--- config.mk ---
export PLATFORM = sky130hd
export DESIGN_NAME = tdm_slot_sel
export DESIGN_NICKNAME = d
export VERILOG_FILES = /design/src/rtl/tdm_pkg.sv /design/src/rtl/tdm_bit_timer.sv /design/src/rtl/tdm_slot_match.sv /design/src/rtl/tdm_rx_deser.sv /design/src/rtl/tdm_tx_ser.sv /design/src/rtl/tdm_slot_sel.sv
export SDC_FILE = /design/constraint.sdc
export NUM_CORES = 1
export LEC_CHECK = 0
export ABC_CLOCK_PERIOD_IN_PS = 3350
export BUFFER_PORTS_ARGS = -buffer_cell sky130_fd_sc_hd__buf_2
export CAP_MARGIN = 20
export CORE_MARGIN = 4
export CORE_UTILIZATION = 25
export CTS_BUF_LIST = sky130_fd_sc_hd__clkbuf_8
export CTS_CLUSTER_DIAMETER = 50
export DETAILED_ROUTE_END_ITERATION = 10
export SLEW_MARGIN = 20
export SYNTH_ARGS = -nofsm -noshare
export SYNTH_HDL_FRONTEND = slang
export SYNTH_SLANG_ARGS = --single-unit
--- constraint.sdc ---
create_clock -name clk -period 3.35 [get_ports clk]
set_clock_uncertainty 0.15 [all_clocks]
set_input_delay 0.1675 -clock clk [delete_from_list [all_inputs] [get_ports clk]]
set_output_delay 0.1675 -clock clk [all_outputs]
set_load 0.01 [all_outputs]
--- src/rtl/tdm_pkg.sv ---
package tdm_pkg;
  localparam int SLOT_BITS  = 8;
  localparam int BASE_SLOTS = 32;
  localparam int BIT_W      = $clog2(SLOT_BITS);
  localparam int ISLOT_W    = $clog2(BASE_SLOTS);
  localparam int MAX_SHIFT  = 2;

  typedef enum logic [1:0] {
    RATE_X1  = 2'd0,
    RATE_X2  = 2'd1,
    RATE_X4  = 2'd2,
    RATE_X4B = 2'd3
  } rate_e;

  // log2 of the highway slots per internal slot
  function automatic logic [1:0] rate_shift(input logic [1:0] r);
    case (rate_e'(r))
      RATE_X1: return 2'd0;
      RATE_X2: return 2'd1;
      default: return 2'd2;
    endcase
  endfunction
endpackage

--- src/rtl/tdm_bit_timer.sv ---
module tdm_bit_timer #(
  parameter int ISW   = tdm_pkg::ISLOT_W,
  parameter int BW    = tdm_pkg::BIT_W,
  parameter int MAXSH = tdm_pkg::MAX_SHIFT,
  localparam int PW   = ISW + BW + MAXSH
) (
  input  logic          clk,
  input  logic          rst_n,
  input  logic          bit_en,
  input  logic          fsync,
  input  logic [1:0]    shift,
  input  logic          dly,
  output logic [PW-1:0] cur_pos,
  output logic [PW-1:0] nxt_pos
);
  logic [PW-1:0] cnt_q, cnt_d, last;
  logic          fs_q, fs_d, fs_edge;

  always_comb begin
    last    = PW'((1 << (ISW + BW + int'(shift))) - 1);
    fs_edge = fsync & ~fs_q;
    if (fs_edge) cur_pos = dly ? last : '0;
    else         cur_pos = cnt_q;
    nxt_pos = (cur_pos >= last) ? '0 : cur_pos + PW'(1);
    cnt_d   = bit_en ? nxt_pos : cnt_q;
    fs_d    = bit_en ? fsync : fs_q;
  end

  always_ff @(posedge clk or negedge rst_n) begin
    if (!rst_n) begin
      cnt_q <= '0;
      fs_q  <= 1'b0;
    end else begin
      cnt_q <= cnt_d;
      fs_q  <= fs_d;
    end
  end


  fs_nodly_chk: assert property (@(posedge clk) disable iff (!rst_n)
    bit_en && fsync && !fs_q && !dly |=> cnt_q == PW'(1));

  fs_dly_chk: assert property (@(posedge clk) disable iff (!rst_n)
    bit_en && fsync && !fs_q && dly |=> cnt_q == '0);

  frame_wrap_chk: assert property (@(posedge clk) disable iff (!rst_n)
    bit_en |=> cnt_q <= $past(last));

  hold_pos_chk: assert property (@(posedge clk) disable iff (!rst_n)
    !bit_en |=> $stable(cnt_q));
endmodule

--- src/rtl/tdm_slot_match.sv ---
module tdm_slot_match #(
  parameter int ISW   = tdm_pkg::ISLOT_W,
  parameter int BW    = tdm_pkg::BIT_W,
  parameter int MAXSH = tdm_pkg::MAX_SHIFT,
  localparam int PW   = ISW + BW + MAXSH,
  localparam int HW   = ISW + MAXSH
) (
  input  logic [PW-1:0]  pos,
  input  logic [1:0]     shift,
  input  logic [1:0]     sub,
  output logic           hit,
  output logic [ISW-1:0] islot,
  output logic [BW-1:0]  bit_idx
);
  logic [HW-1:0]  hslot;
  logic [MAXSH:0] hit_v;
  logic [ISW-1:0] isl_v [MAXSH+1];

  assign hslot   = pos[PW-1:BW];
  assign bit_idx = pos[BW-1:0];

  for (genvar g = 0; g <= MAXSH; g++) begin : g_rate
    localparam int M = (1 << g) - 1;
    always_comb begin
      hit_v[g] = ((int'(hslot) >> (ISW + g)) == 0) &&
                 ((int'(hslot) & M) == (int'(sub) & M));
      isl_v[g] = ISW'(int'(hslot) >> g);
    end
  end

  always_comb begin
    hit   = 1'b0;
    islot = '0;
    for (int i = 0; i <= MAXSH; i++) begin
      if (int'(shift) == i) begin
        hit   = hit_v[i];
        islot = isl_v[i];
      end
    end
  end
endmodule

--- src/rtl/tdm_rx_deser.sv ---
module tdm_rx_deser #(
  parameter int ISW  = tdm_pkg::ISLOT_W,
  parameter int BW   = tdm_pkg::BIT_W,
  localparam int SB  = 1 << BW
) (
  input  logic           clk,
  input  logic           rst_n,
  input  logic           bit_en,
  input  logic           din,
  input  logic           hit,
  input  logic [BW-1:0]  bit_idx,
  input  logic [ISW-1:0] islot,
  output logic           valid_q,
  output logic [SB-1:0]  byte_q,
  output logic [ISW-1:0] slot_q
);
  logic [SB-1:0]  sh_q, sh_d, byte_d;
  logic [ISW-1:0] slot_d;
  logic           valid_d;

  always_comb begin
    sh_d    = sh_q;
    valid_d = 1'b0;
    byte_d  = byte_q;
    slot_d  = slot_q;
    if (bit_en && hit) begin
      sh_d = {sh_q[SB-2:0], din};
      if (bit_idx == BW'(SB - 1)) begin
        valid_d = 1'b1;
        byte_d  = sh_d;
        slot_d  = islot;
      end
    end
  end

  always_ff @(posedge clk or negedge rst_n) begin
    if (!rst_n) begin
      sh_q    <= '0;
      valid_q <= 1'b0;
      byte_q  <= '0;
      slot_q  <= '0;
    end else begin
      sh_q    <= sh_d;
      valid_q <= valid_d;
      byte_q  <= byte_d;
      slot_q  <= slot_d;
    end
  end


  rx_strobe_src_chk: assert property (@(posedge clk) disable iff (!rst_n)
    valid_q |-> $past(bit_en) && $past(hit));

  rx_lsb_last_chk: assert property (@(posedge clk) disable iff (!rst_n)
    valid_q |-> byte_q[0] == $past(din));
endmodule

--- src/rtl/tdm_tx_ser.sv ---
module tdm_tx_ser #(
  parameter int ISW  = tdm_pkg::ISLOT_W,
  parameter int BW   = tdm_pkg::BIT_W,
  localparam int SB  = 1 << BW
) (
  input  logic           clk,
  input  logic           rst_n,
  input  logic           bit_en,
  input  logic           hit_n,
  input  logic [BW-1:0]  bit_n,
  input  logic [ISW-1:0] islot_n,
  input  logic [SB-1:0]  tx_byte,
  output logic           tx_req,
  output logic [ISW-1:0] tx_req_slot,
  output logic           dout_q,
  output logic           oe_q
);
  logic [SB-1:0] sh_q, sh_d;
  logic          dout_d, oe_d;

  always_comb begin
    tx_req      = bit_en && hit_n && (bit_n == '0);
    tx_req_slot = islot_n;
    sh_d   = sh_q;
    dout_d = dout_q;
    oe_d   = oe_q;
    if (bit_en) begin
      if (hit_n) begin
        oe_d = 1'b1;
        if (bit_n == '0) begin
          dout_d = tx_byte[SB-1];
          sh_d   = {tx_byte[SB-2:0], 1'b0};
        end else begin
          dout_d = sh_q[SB-1];
          sh_d   = {sh_q[SB-2:0], 1'b0};
        end
      end else begin
        oe_d   = 1'b0;
        dout_d = 1'b1;
      end
    end
  end

  always_ff @(posedge clk or negedge rst_n) begin
    if (!rst_n) begin
      sh_q   <= '0;
      dout_q <= 1'b1;
      oe_q   <= 1'b0;
    end else begin
      sh_q   <= sh_d;
      dout_q <= dout_d;
      oe_q   <= oe_d;
    end
  end


  tx_first_bit_chk: assert property (@(posedge clk) disable iff (!rst_n)
    tx_req |=> oe_q && (dout_q == $past(tx_byte[SB-1])));

  tx_idle_high_chk: assert property (@(posedge clk) disable iff (!rst_n)
    !oe_q |-> dout_q);

  tx_hold_chk: assert property (@(posedge clk) disable iff (!rst_n)
    !bit_en |=> $stable(oe_q) && $stable(dout_q));
endmodule

--- src/rtl/tdm_slot_sel.sv ---
module tdm_slot_sel #(
  parameter int ISW   = tdm_pkg::ISLOT_W,
  parameter int BW    = tdm_pkg::BIT_W,
  parameter int MAXSH = tdm_pkg::MAX_SHIFT,
  localparam int PW   = ISW + BW + MAXSH,
  localparam int SB   = 1 << BW
) (
  input  logic           clk,
  input  logic           rst_n,
  input  logic           bit_en,
  input  logic           fsync,
  input  logic [1:0]     rate_sel,
  input  logic [1:0]     rx_sub,
  input  logic [1:0]     tx_sub,
  input  logic           fs_delay,
  input  logic           rx_din,
  input  logic [SB-1:0]  tx_byte,
  output logic           rx_valid,
  output logic [SB-1:0]  rx_byte,
  output logic [ISW-1:0] rx_slot,
  output logic           tx_req,
  output logic [ISW-1:0] tx_req_slot,
  output logic           tx_dout,
  output logic           tx_oe
);
  logic [1:0]     shift;
  logic [PW-1:0]  cur_pos, nxt_pos;
  logic           rx_hit, tx_hit;
  logic [ISW-1:0] rx_isl, tx_isl;
  logic [BW-1:0]  rx_bit, tx_bit;

  assign shift = tdm_pkg::rate_shift(rate_sel);

  tdm_bit_timer #(.ISW(ISW), .BW(BW), .MAXSH(MAXSH)) u_timer (
    .clk(clk), .rst_n(rst_n), .bit_en(bit_en), .fsync(fsync),
    .shift(shift), .dly(fs_delay), .cur_pos(cur_pos), .nxt_pos(nxt_pos));

  tdm_slot_match #(.ISW(ISW), .BW(BW), .MAXSH(MAXSH)) u_rx_match (
    .pos(cur_pos), .shift(shift), .sub(rx_sub),
    .hit(rx_hit), .islot(rx_isl), .bit_idx(rx_bit));

  tdm_slot_match #(.ISW(ISW), .BW(BW), .MAXSH(MAXSH)) u_tx_match (
    .pos(nxt_pos), .shift(shift), .sub(tx_sub),
    .hit(tx_hit), .islot(tx_isl), .bit_idx(tx_bit));

  tdm_rx_deser #(.ISW(ISW), .BW(BW)) u_rx (
    .clk(clk), .rst_n(rst_n), .bit_en(bit_en), .din(rx_din),
    .hit(rx_hit), .bit_idx(rx_bit), .islot(rx_isl),
    .valid_q(rx_valid), .byte_q(rx_byte), .slot_q(rx_slot));

  tdm_tx_ser #(.ISW(ISW), .BW(BW)) u_tx (
    .clk(clk), .rst_n(rst_n), .bit_en(bit_en),
    .hit_n(tx_hit), .bit_n(tx_bit), .islot_n(tx_isl), .tx_byte(tx_byte),
    .tx_req(tx_req), .tx_req_slot(tx_req_slot),
    .dout_q(tx_dout), .oe_q(tx_oe));


  rx_tx_reset_chk: assert property (@(posedge clk) disable iff (!rst_n)
    rx_valid |-> $past(rx_hit));
endmodule

==> results.yml, run 1 <==
status:
  status: "finished clean"
timing:
  hold_violations: 0
  slew_headroom_pct: 38.1
  worst_pin_slew_ns: 0.928
  fmax_mhz: 315
  fin_crit_ns: 3.18
  final-setup-viol-count: 0
  whs_ns: 0.0566
  drv_slew: 0
  rsz0062_at_grt: "false"
  finalCritPeriodShare_pct: 94.8
cells_and_area:
  nets: 313
  fillers: 1029
  diodes: 0
  multi_input_area_um2: 1380
  syn_to_final_growth_pct: 24.0
  seqCellArea_um2: 1030
  drive_gt1_share_pct: 41.7
clock_network:
  clock_sinks: 41
  worstSkewPairLatency_ns: 0.29
  cts.clk_slew.worst_paths_ns: 0.08
  cts_tree: "yes"
  cts_inserted_buffers: 5
  clock_path_buffers: 2
  root_buffer: "clkbuf_8"
  cts_htree_levels: 2
synth:
  yosysWarnings: 0
  synth_edf_count: 0
  ys_types: 51
  yosys.area.top_type_share_pct: 40.3
  synth_top_area_cell: "dfrtp_1"
  async_reset_ff_share_pct: 100
  synth_ff_type: "dfrtp_1"
  ys_seq_elements: 41
  synthesis.nets: 261
  seq_area_frac_synth_pct: 41.4
  synth_area_um2: 2480
  synthTopCellsByArea: "dfrtp_1 (40%), mux2_2 (14%), mux2_4 (4.2%)"
  synth.avg_cell_area_um2: 10.5
  netlist_instances: 237
route:
  drt_iter0_drc: 62
  firstDrtPassIters: 4
  drc: 0
  vias: 1976
  vias_per_cell: 4.67
  drt_wl_total_mm: 5.94
  drtAntennaViolNets: 0
  drt-wirelength-per-cell_um: 14.0
power:
  p_per_area_nw_per_um2: 670
  power_mw: 2.06
  ir_drop_v: 0.000245
  power.leakage_nw: 1.44
floorplan:
  coreArea_um2: 9730
  die_area_um2: 11600
  io_pins: 42
  start_util_pct: 25.5
  die_h_um: 108
  rows: 36
  die_w_um: 108
grt:
  use_met2_pct: 17.8
  grt_pass1_wl_mm: 9.76
  track_usage_pct: 10.5
  grt-ovfl-total: 0
  grt_pass1_vias: 2028
  top_usage_layer: "met2"
  grt_start_max_net_pins: 42
  antenna_found_initial: 0
  grt_util_met3_pct: 2.76
  grt.met1_usage_pct: 12.4
critical_path:
  crit_fanout: 9
  end_kind: "output pin"
  reg2reg_depth: 7
  startpoint_type: "flop"
  crit_type: "reg -> out"
  cp.arrival_ns: 2.86
  required_ns: 3.03
min_path:
  worstHoldPathType: "in -> reg"
  hold_depth: 2
placed_design:
  io_buffers: 41
  dp_hpwl_mm: 4.42
  gp_congestion: 0.854
run:
  max_cap_viol_count: 0
==> registers in the layout, summed over array words and instances (netlist names) <==
| name | cells |
|---|---|
| u_rx.byte_q | 8 |
| u_tx.sh_q | 7 |
| u_tx.oe_q | 1 |
| u_tx.dout_q | 1 |
| u_timer.fs_q | 1 |
| u_timer.cnt_q | 10 |
| u_rx.sh_q | 7 |
| u_rx.valid_q | 1 |
| u_rx.slot_q | 5 |
==> per-stage QoR <==
stage               setup TNS [ns]  instance area (um2)  setup slack (ns)  util (%)  std cells
CTS                        -0.0358                 3000           -0.0277      30.8        417
global placement                 0                 2860             0.139      29.4        407
finish                           0                 3080             0.175      31.6        423
detailed placement               0                 2860            0.0995      29.4        407
global route                     0                 3080            0.0200      31.6        423
floorplan                        0                 2480             0.317         -        237
==> repair_timing <==
action,CTS,global route
hold endpoints to repair,42,0
buffers inserted,0,6
hold buffers,2,0
pin swaps,1,2
endpoints found under the setup margin,4,6
gates resized for setup,2,9
==> worst paths after layout <==
| check | start | endpoint | slack (ns) |
|---|---|---|---|
| worst max-delay path | u_timer.cnt_q[4] | tx_req | 0.17 |
| worst min-delay path | fsync | u_timer.fs_q | 0.06 |
| worst max register to register | u_timer.cnt_q[4] | u_tx.sh_q[2] | 0.29 |
| worst min register to register | u_rx.slot_q[4] | u_rx.slot_q[4] | 0.33 |
| max in group asynchronous | rst_n | u_timer.fs_q | 1.99 |
| min in group asynchronous | rst_n | u_timer.cnt_q[9] | 0.42 |
==> logic make-up after synthesis <==
kind of cell / synth area share [%]
flip-flops: 41.4
multiplexers: 21.5
buffers and inverters: 4.54
AO/OA/AOI/OAI: 15.7
XOR/XNOR: 2.12
adder cells (fa/ha/maj): 2.02
AND/OR/NAND/NOR: 12.7
==> power breakdown <==
group	total, mW	internal, mW	switching, mW
logic	0.828	0.443	0.385
registers	0.838	0.684	0.153
clock network	0.396	0.221	0.176
==> cells in the mapped netlist (2+ instances only) <==
cell type	number
a21oi_1	14
a21oi_2	2
and2_1	3
buf_2	6
clkbuf_1	5
dfrtp_1	40
ha_1	4
inv_1	11
mux2_2	30
mux2_4	7
mux2i_1	9
nand2_1	24
nand2b_1	2
nand3_1	3
nand4_1	2
nor2_1	7
nor3_1	4
o21a_1	2
o21ai_0	20
o21ai_1	2
o22ai_1	4
or3_1	2
or4_1	2
xnor2_1	3
xor2_1	3
==> critical path, cell delays in order, from the launching register on <==
cell and delay [ns]:
dfrtp_1 0.53, nand4_2 0.20, o41ai_1 0.60, mux2_2 0.42, or4_1 0.47, nand3_4 0.15, nor2_1 0.05, buf_2 0.15
==> layout by cell type, fill, tap and decap left out, types with 3 or more instances in the layout <==
cell type  count
dfrtp_1       39
o21ai_1        3
o21ai_0       18
xor2_1         3
a21oi_1       13
nor2_1         7
o22ai_1        4
nand2_1       24
inv_1         12
clkbuf_8       5
xnor2_1        3
nand3_1        3
mux2_4         7
and2_1         3
nor3_1         3
buf_2         41
buf_4         16
mux2i_1        9
mux2_2        30
ha_1           4
==> final cells by class <==
type | count | share of cell area (%)
Timing Repair Buffer | 59 | 11.2
Tap cell | 133 | 5.41
Clock inverter | 3 | 1.38
Inverter | 11 | 1.34
Multi-Input combinational cell | 171 | 45.0
Clock buffer | 5 | 2.24
Sequential cell | 41 | 33.4
==> layer usage <==
metal  share of wire (%)  wire length (um)
met1                  44              2600
met4                 3.2               189
met5                   0                 0
met3                 3.8               228
met2                  49              2920
Power figures use the tool's default switching activity.
==> inputs of run 2 (changes only) <==
Settings changed: REMOVE_ABC_BUFFERS set to 1.
==> results.yml, run 2 (synthesis results as in run 1) <==
cells_and_area:
  syn_to_final_growth_pct: 23.3
  fillers: 1052
  drive_gt1_share_pct: 43.5
  final_cell_mix: "buf_2 (41), dfrtp_1 (40), mux2_2 (30), nand2_1 (22), o21ai_0 (18)"
  mostFrequentLayoutCell: "buf_2"
  layout.cells.non_filler: 418
  nets: 308
  final_core_util_pct: 31.5
  max_flop_register: "u_timer.cnt_q"
  largest_reg_flops: 10
  largestRegisters: "u_timer.cnt_q (10), u_rx.byte_q (8)"
  diodes: 0
min_path:
  hold_depth: 2
  hold_path_end: "u_timer.fs_q"
  worstHoldPathType: "in -> reg"
  hp-start: "fsync"
placed_design:
  gp_congestion: 0.907
  dp_cells: 407
  io_buffers: 41
  dp_hpwl_mm: 4.50
floorplan:
  die_h_um: 108
  die_area_um2: 11600
  io_pins: 42
  die_w_um: 108
  coreArea_um2: 9730
  rows: 36
  start_util_pct: 25.5
clock_network:
  root_buffer: "clkbuf_8"
  worstSkewPairLatency_ns: 0.29
  cts_htree_levels: 2
  cts_inserted_buffers: 5
  clock_path_buffers: 2
  cts.clk_slew.worst_paths_ns: 0.09
  clock_sinks: 41
  cts_tree: "yes"
route:
  drt-wirelength-per-cell_um: 14.6
  vias: 1951
  vias_per_cell: 4.67
  firstDrtPassIters: 4
  drt_iter0_drc: 31
  drc: 0
  drt_wl_total_mm: 6.11
  drtAntennaViolNets: 0
grt:
  use_met2_pct: 18.0
  grt.met1_usage_pct: 14.4
  top_usage_layer: "met2"
  grt_pass1_wl_mm: 10.1
  grt_start_max_net_pins: 42
  track_usage_pct: 11.0
  grt_pass1_vias: 2072
  antenna_found_initial: 0
  grt-ovfl-total: 0
  grt_util_met3_pct: 2.52
power:
  power_frac_clock_pct: 17.0
  p_per_area_nw_per_um2: 655
  p_switching_mw: 0.733
  internal_power_mw: 1.27
  ir_drop_v: 0.000310
  power_mw: 2.01
  power.leakage_nw: 1.41
  combPwrFrac_pct: 41.1
  switching_share_pct: 36.6
  p_seq_share_pct: 41.9
timing:
  finalCritPeriodShare_pct: 96.0
  slew_headroom_pct: 39.1
  tns_ns: 0
  fmax_mhz: 311
  drv_slew: 0
  worst_pin_slew_ns: 0.914
  final-setup-viol-count: 0
  fin_crit_ns: 3.21
  hold_violations: 0
critical_path:
  r2r_setup_slack_ns: 0.29
  startpoint_type: "flop"
  end_kind: "output pin"
  startpoint: "u_timer.fs_q"
  cp.arrival_ns: 2.90
  required_ns: 3.03
  crit_type: "reg -> out"
  crit_fanout: 7
  reg2reg_depth: 7
  max_stage_delay_ns: 0.44
  slowest_stage: "dfrtp_1"
  r2r-start: "u_timer.cnt_q[4]"
  cp_cell_sequence: "nor2b_4 -> mux2i_4 -> ha_1 -> and2_1 -> nand2_2 -> o21ai_4 -> buf_4 -> or3_1 -> mux2_2 -> o21ai_1 -> buf_2"
  regToRegEndpoint: "u_tx.sh_q[2]"
run:
  max_cap_viol_count: 0
status:
  status: "finished clean"
run 2: worst max path at each step:
stage	to	slack (ns)	cells past startpoint
final	tx_req_slot[2]	0.14	11
after global routing	tx_req_slot[2]	-0.02	12
after CTS	tx_req_slot[2]	0.04	11
after detailed placement	u_tx.sh_q[2]	0.15	10
after global placement	u_tx.sh_q[4]	0.21	10
after floorplan	u_tx.sh_q[1]	0.18	10
run 2: cell type report:
| type | instances | area, um2 | area share [%] |
|---|---|---|---|
| Multi-Input combinational cell | 171 | 1430 | 46.6 |
| Sequential cell | 41 | 1030 | 33.6 |
| Timing Repair Buffer | 54 | 308 | 10.1 |
| Tap cell | 133 | 166 | 5.44 |
| Clock buffer | 5 | 68.8 | 2.25 |
| Inverter | 11 | 41.3 | 1.35 |
| Clock inverter | 3 | 21.3 | 0.695 |
run 2: power groups by stage:
stage / Sequential [mW] / Clock, mW / Combinational [mW]
floorplan: 0.844 / 0 / 0.521
global placement: 0.844 / 0 / 0.782
detailed placement: 0.850 / 0 / 0.797
CTS: 0.843 / 0.357 / 0.819
global route: 0.873 / 0.376 / 0.919
finish: 0.841 / 0.341 / 0.824
run 2: timing repair:
item | in CTS | in global routing
buffers inserted | 1 | 0
pin swaps | 1 | 1
hold buffers | 2 | 0
endpoints found under the setup margin | 5 | 5
hold endpoints to repair | 42 | 0
resized for setup | 6 | 12
run 2: metal layers:
layer	part of all wire, %	up-vias	wire length, um
met4	1.6	0	96
met3	4.8	10	292
met1	45	949	2780
met5	0	-	0
li1	-	944	-
met2	48	48	2940
run 2: through the flow:
stage	hold slack (ns)	area [um2]	setup WS, ns
after global placement	0.221	2860	0.206
after detailed placement	0.222	2860	0.154
final	0.0536	3060	0.135
after CTS	0.0456	3000	0.0370
after global routing	0.0603	3060	-0.0209
after floorplan	-0.278	2410	0.180
run 2: critical path: cells and delay by family (launching register included):
family | cells | cell delay (ns)
AND/OR/NAND/NOR | 4 | 0.84
buffers and inverters | 2 | 0.31
multiplexers | 2 | 0.54
flip-flops | 1 | 0.44
adder cells (fa/ha/maj) | 1 | 0.25
AO/OA/AOI/OAI | 2 | 0.20
==> inputs of run 3 (changes only) <==
Settings changed: ABC_CLOCK_PERIOD_IN_PS 3350 to 2600.
Clock period 3.35 ns to 2.6 ns, I/O delays scaled along.
==> results.yml, run 3 (synthesis results as in run 1) <==
status:
  status: "finished with violations"
  failed_checks: "negative setup slack"
grt:
  antenna_found_initial: 0
  grt_start_max_net_pins: 42
  track_usage_pct: 11.9
  grt-ovfl-total: 0
  grt_pass1_wl_mm: 10.9
  grt_pass1_vias: 2208
route:
  vias: 2130
  drt_wl_total_mm: 6.75
  drc: 0
  drt_iter0_drc: 58
  vias_per_cell: 4.57
  drt-wirelength-per-cell_um: 14.5
  drtAntennaViolNets: 0
  firstDrtPassIters: 4
floorplan:
  die_w_um: 108
  coreArea_um2: 9730
  start_util_pct: 25.5
  rows: 36
  die_h_um: 108
  die_area_um2: 11600
  io_pins: 42
power:
  ir_drop_v: 0.000290
  power.leakage_nw: 1.70
  p_per_area_nw_per_um2: 820
  power_mw: 2.94
timing:
  fin_crit_ns: 3.07
  hold_violations: 0
  worst_pin_slew_ns: 0.932
  final-setup-viol-count: 15
  finalWorstSetupSlack_ns: -0.473
  rsz0062_at_grt: "true"
  finalCritPeriodShare_pct: 118
  slew_headroom_pct: 37.8
  drv_slew: 0
  fmax_mhz: 325
cells_and_area:
  final_cell_mix: "buf_4 (45), buf_2 (41), dfrtp_1 (39), mux2_2 (29), nand2_1 (20)"
  syn_to_final_growth_pct: 44.4
  diodes: 0
  drive_gt1_share_pct: 55.9
  largest_reg_flops: 10
  largestRegisters: "u_timer.cnt_q (10), u_rx.byte_q (8)"
  max_flop_register: "u_timer.cnt_q"
  final_core_util_pct: 36.8
  layout.cells.non_filler: 466
  mostFrequentLayoutCell: "buf_4"
  nets: 356
clock_network:
  worstSkewPairLatency_ns: 0.30
  cts.clk_slew.worst_paths_ns: 0.08
  root_buffer: "clkbuf_8"
  cts_tree: "yes"
  cts_htree_levels: 2
  clock_sinks: 41
  clock_path_buffers: 2
  cts_inserted_buffers: 5
critical_path:
  end_kind: "output pin"
  required_ns: 2.32
  startpoint_type: "flop"
  cp.arrival_ns: 2.79
  crit_fanout: 5
  crit_type: "reg -> out"
run:
  max_cap_viol_count: 0
placed_design:
  gp_congestion: 0.877
  dp_slack_ns: -0.438
  dp_cells: 444
  dp_hpwl_mm: 4.78
  io_buffers: 41
min_path:
  worstHoldPathType: "in -> reg"
## run 3: path summary, 6_finish.rpt
| path | startpoint | slack [ns] | endpoint | depth (start not counted) |
|---|---|---|---|---|
| max | u_timer.fs_q | -0.47 | tx_req_slot[2] | 12 |
| min | tx_byte[0] | 0.03 | u_tx.sh_q[1] | 3 |
| max reg2reg | u_timer.fs_q | -0.45 | u_tx.sh_q[6] | 13 |
| min reg2reg | u_rx.slot_q[2] | 0.33 | u_rx.slot_q[2] | 2 |
| max in group asynchronous | rst_n | 1.29 | u_timer.fs_q | 2 |
| min in group asynchronous | rst_n | 0.35 | u_rx.valid_q | 2 |
## run 3: power by group
group	leakage [nW]	switching, mW	internal, mW
clock network	0.0445	0.252	0.191
registers	0.523	0.133	0.882
logic	1.13	0.660	0.820
## run 3: what timing repair did
item,in CTS,in global routing
gates resized for setup,34,23
setup endpoints to repair,24,36
setup buffers,9,3
endpoints found under the hold margin,43,0
hold buffers,3,0
gates cloned,1,0
pin swaps,16,13
## run 3: worst max-delay path, stage by stage (launching register included)
cell     delay (ns)
dfrtp_2        0.44
nor2b_4        0.15
buf_6          0.12
mux2i_4        0.22
ha_1           0.26
and2_4         0.16
nand2_4        0.07
o21ai_4        0.07
buf_6          0.12
or3_4          0.36
mux2_4         0.28
o21ai_2        0.10
buf_2          0.14
## run 3: final cells by class
type	count	area, um2
Fill cell	1004	6150
Timing Repair Buffer	102	741
Multi-Input combinational cell	171	1510
Clock buffer	5	68.8
Inverter	11	43.8
Sequential cell	41	1030
Clock inverter	3	21.3
Tap cell	133	166
## run 3: layer usage
metal / vias to the layer above / GRT usage [%] / part of all wire [%]
met5: - / 0 / 0
met4: 0 / 3.70 / 2.0
met3: 15 / 2.94 / 5.8
met2: 55 / 20.8 / 50
met1: 1012 / 14.5 / 43
li1: 1048 / - / -
## run 3: stage by stage
| stage | hold WS, ns | instance area, um2 | TNS (ns) |
|---|---|---|---|
| 6_report | 0.0331 | 3580 | -5.93 |
| 5_1_grt | 0.0384 | 3580 | -8.42 |
| 4_1_cts | 0.0245 | 3510 | -6.09 |
| 3_5_place_dp | 0.190 | 3150 | -5.44 |
| 3_3_place_gp | 0.172 | 3150 | -4.00 |
| 2_1_floorplan | -0.316 | 2410 | -6.13 |
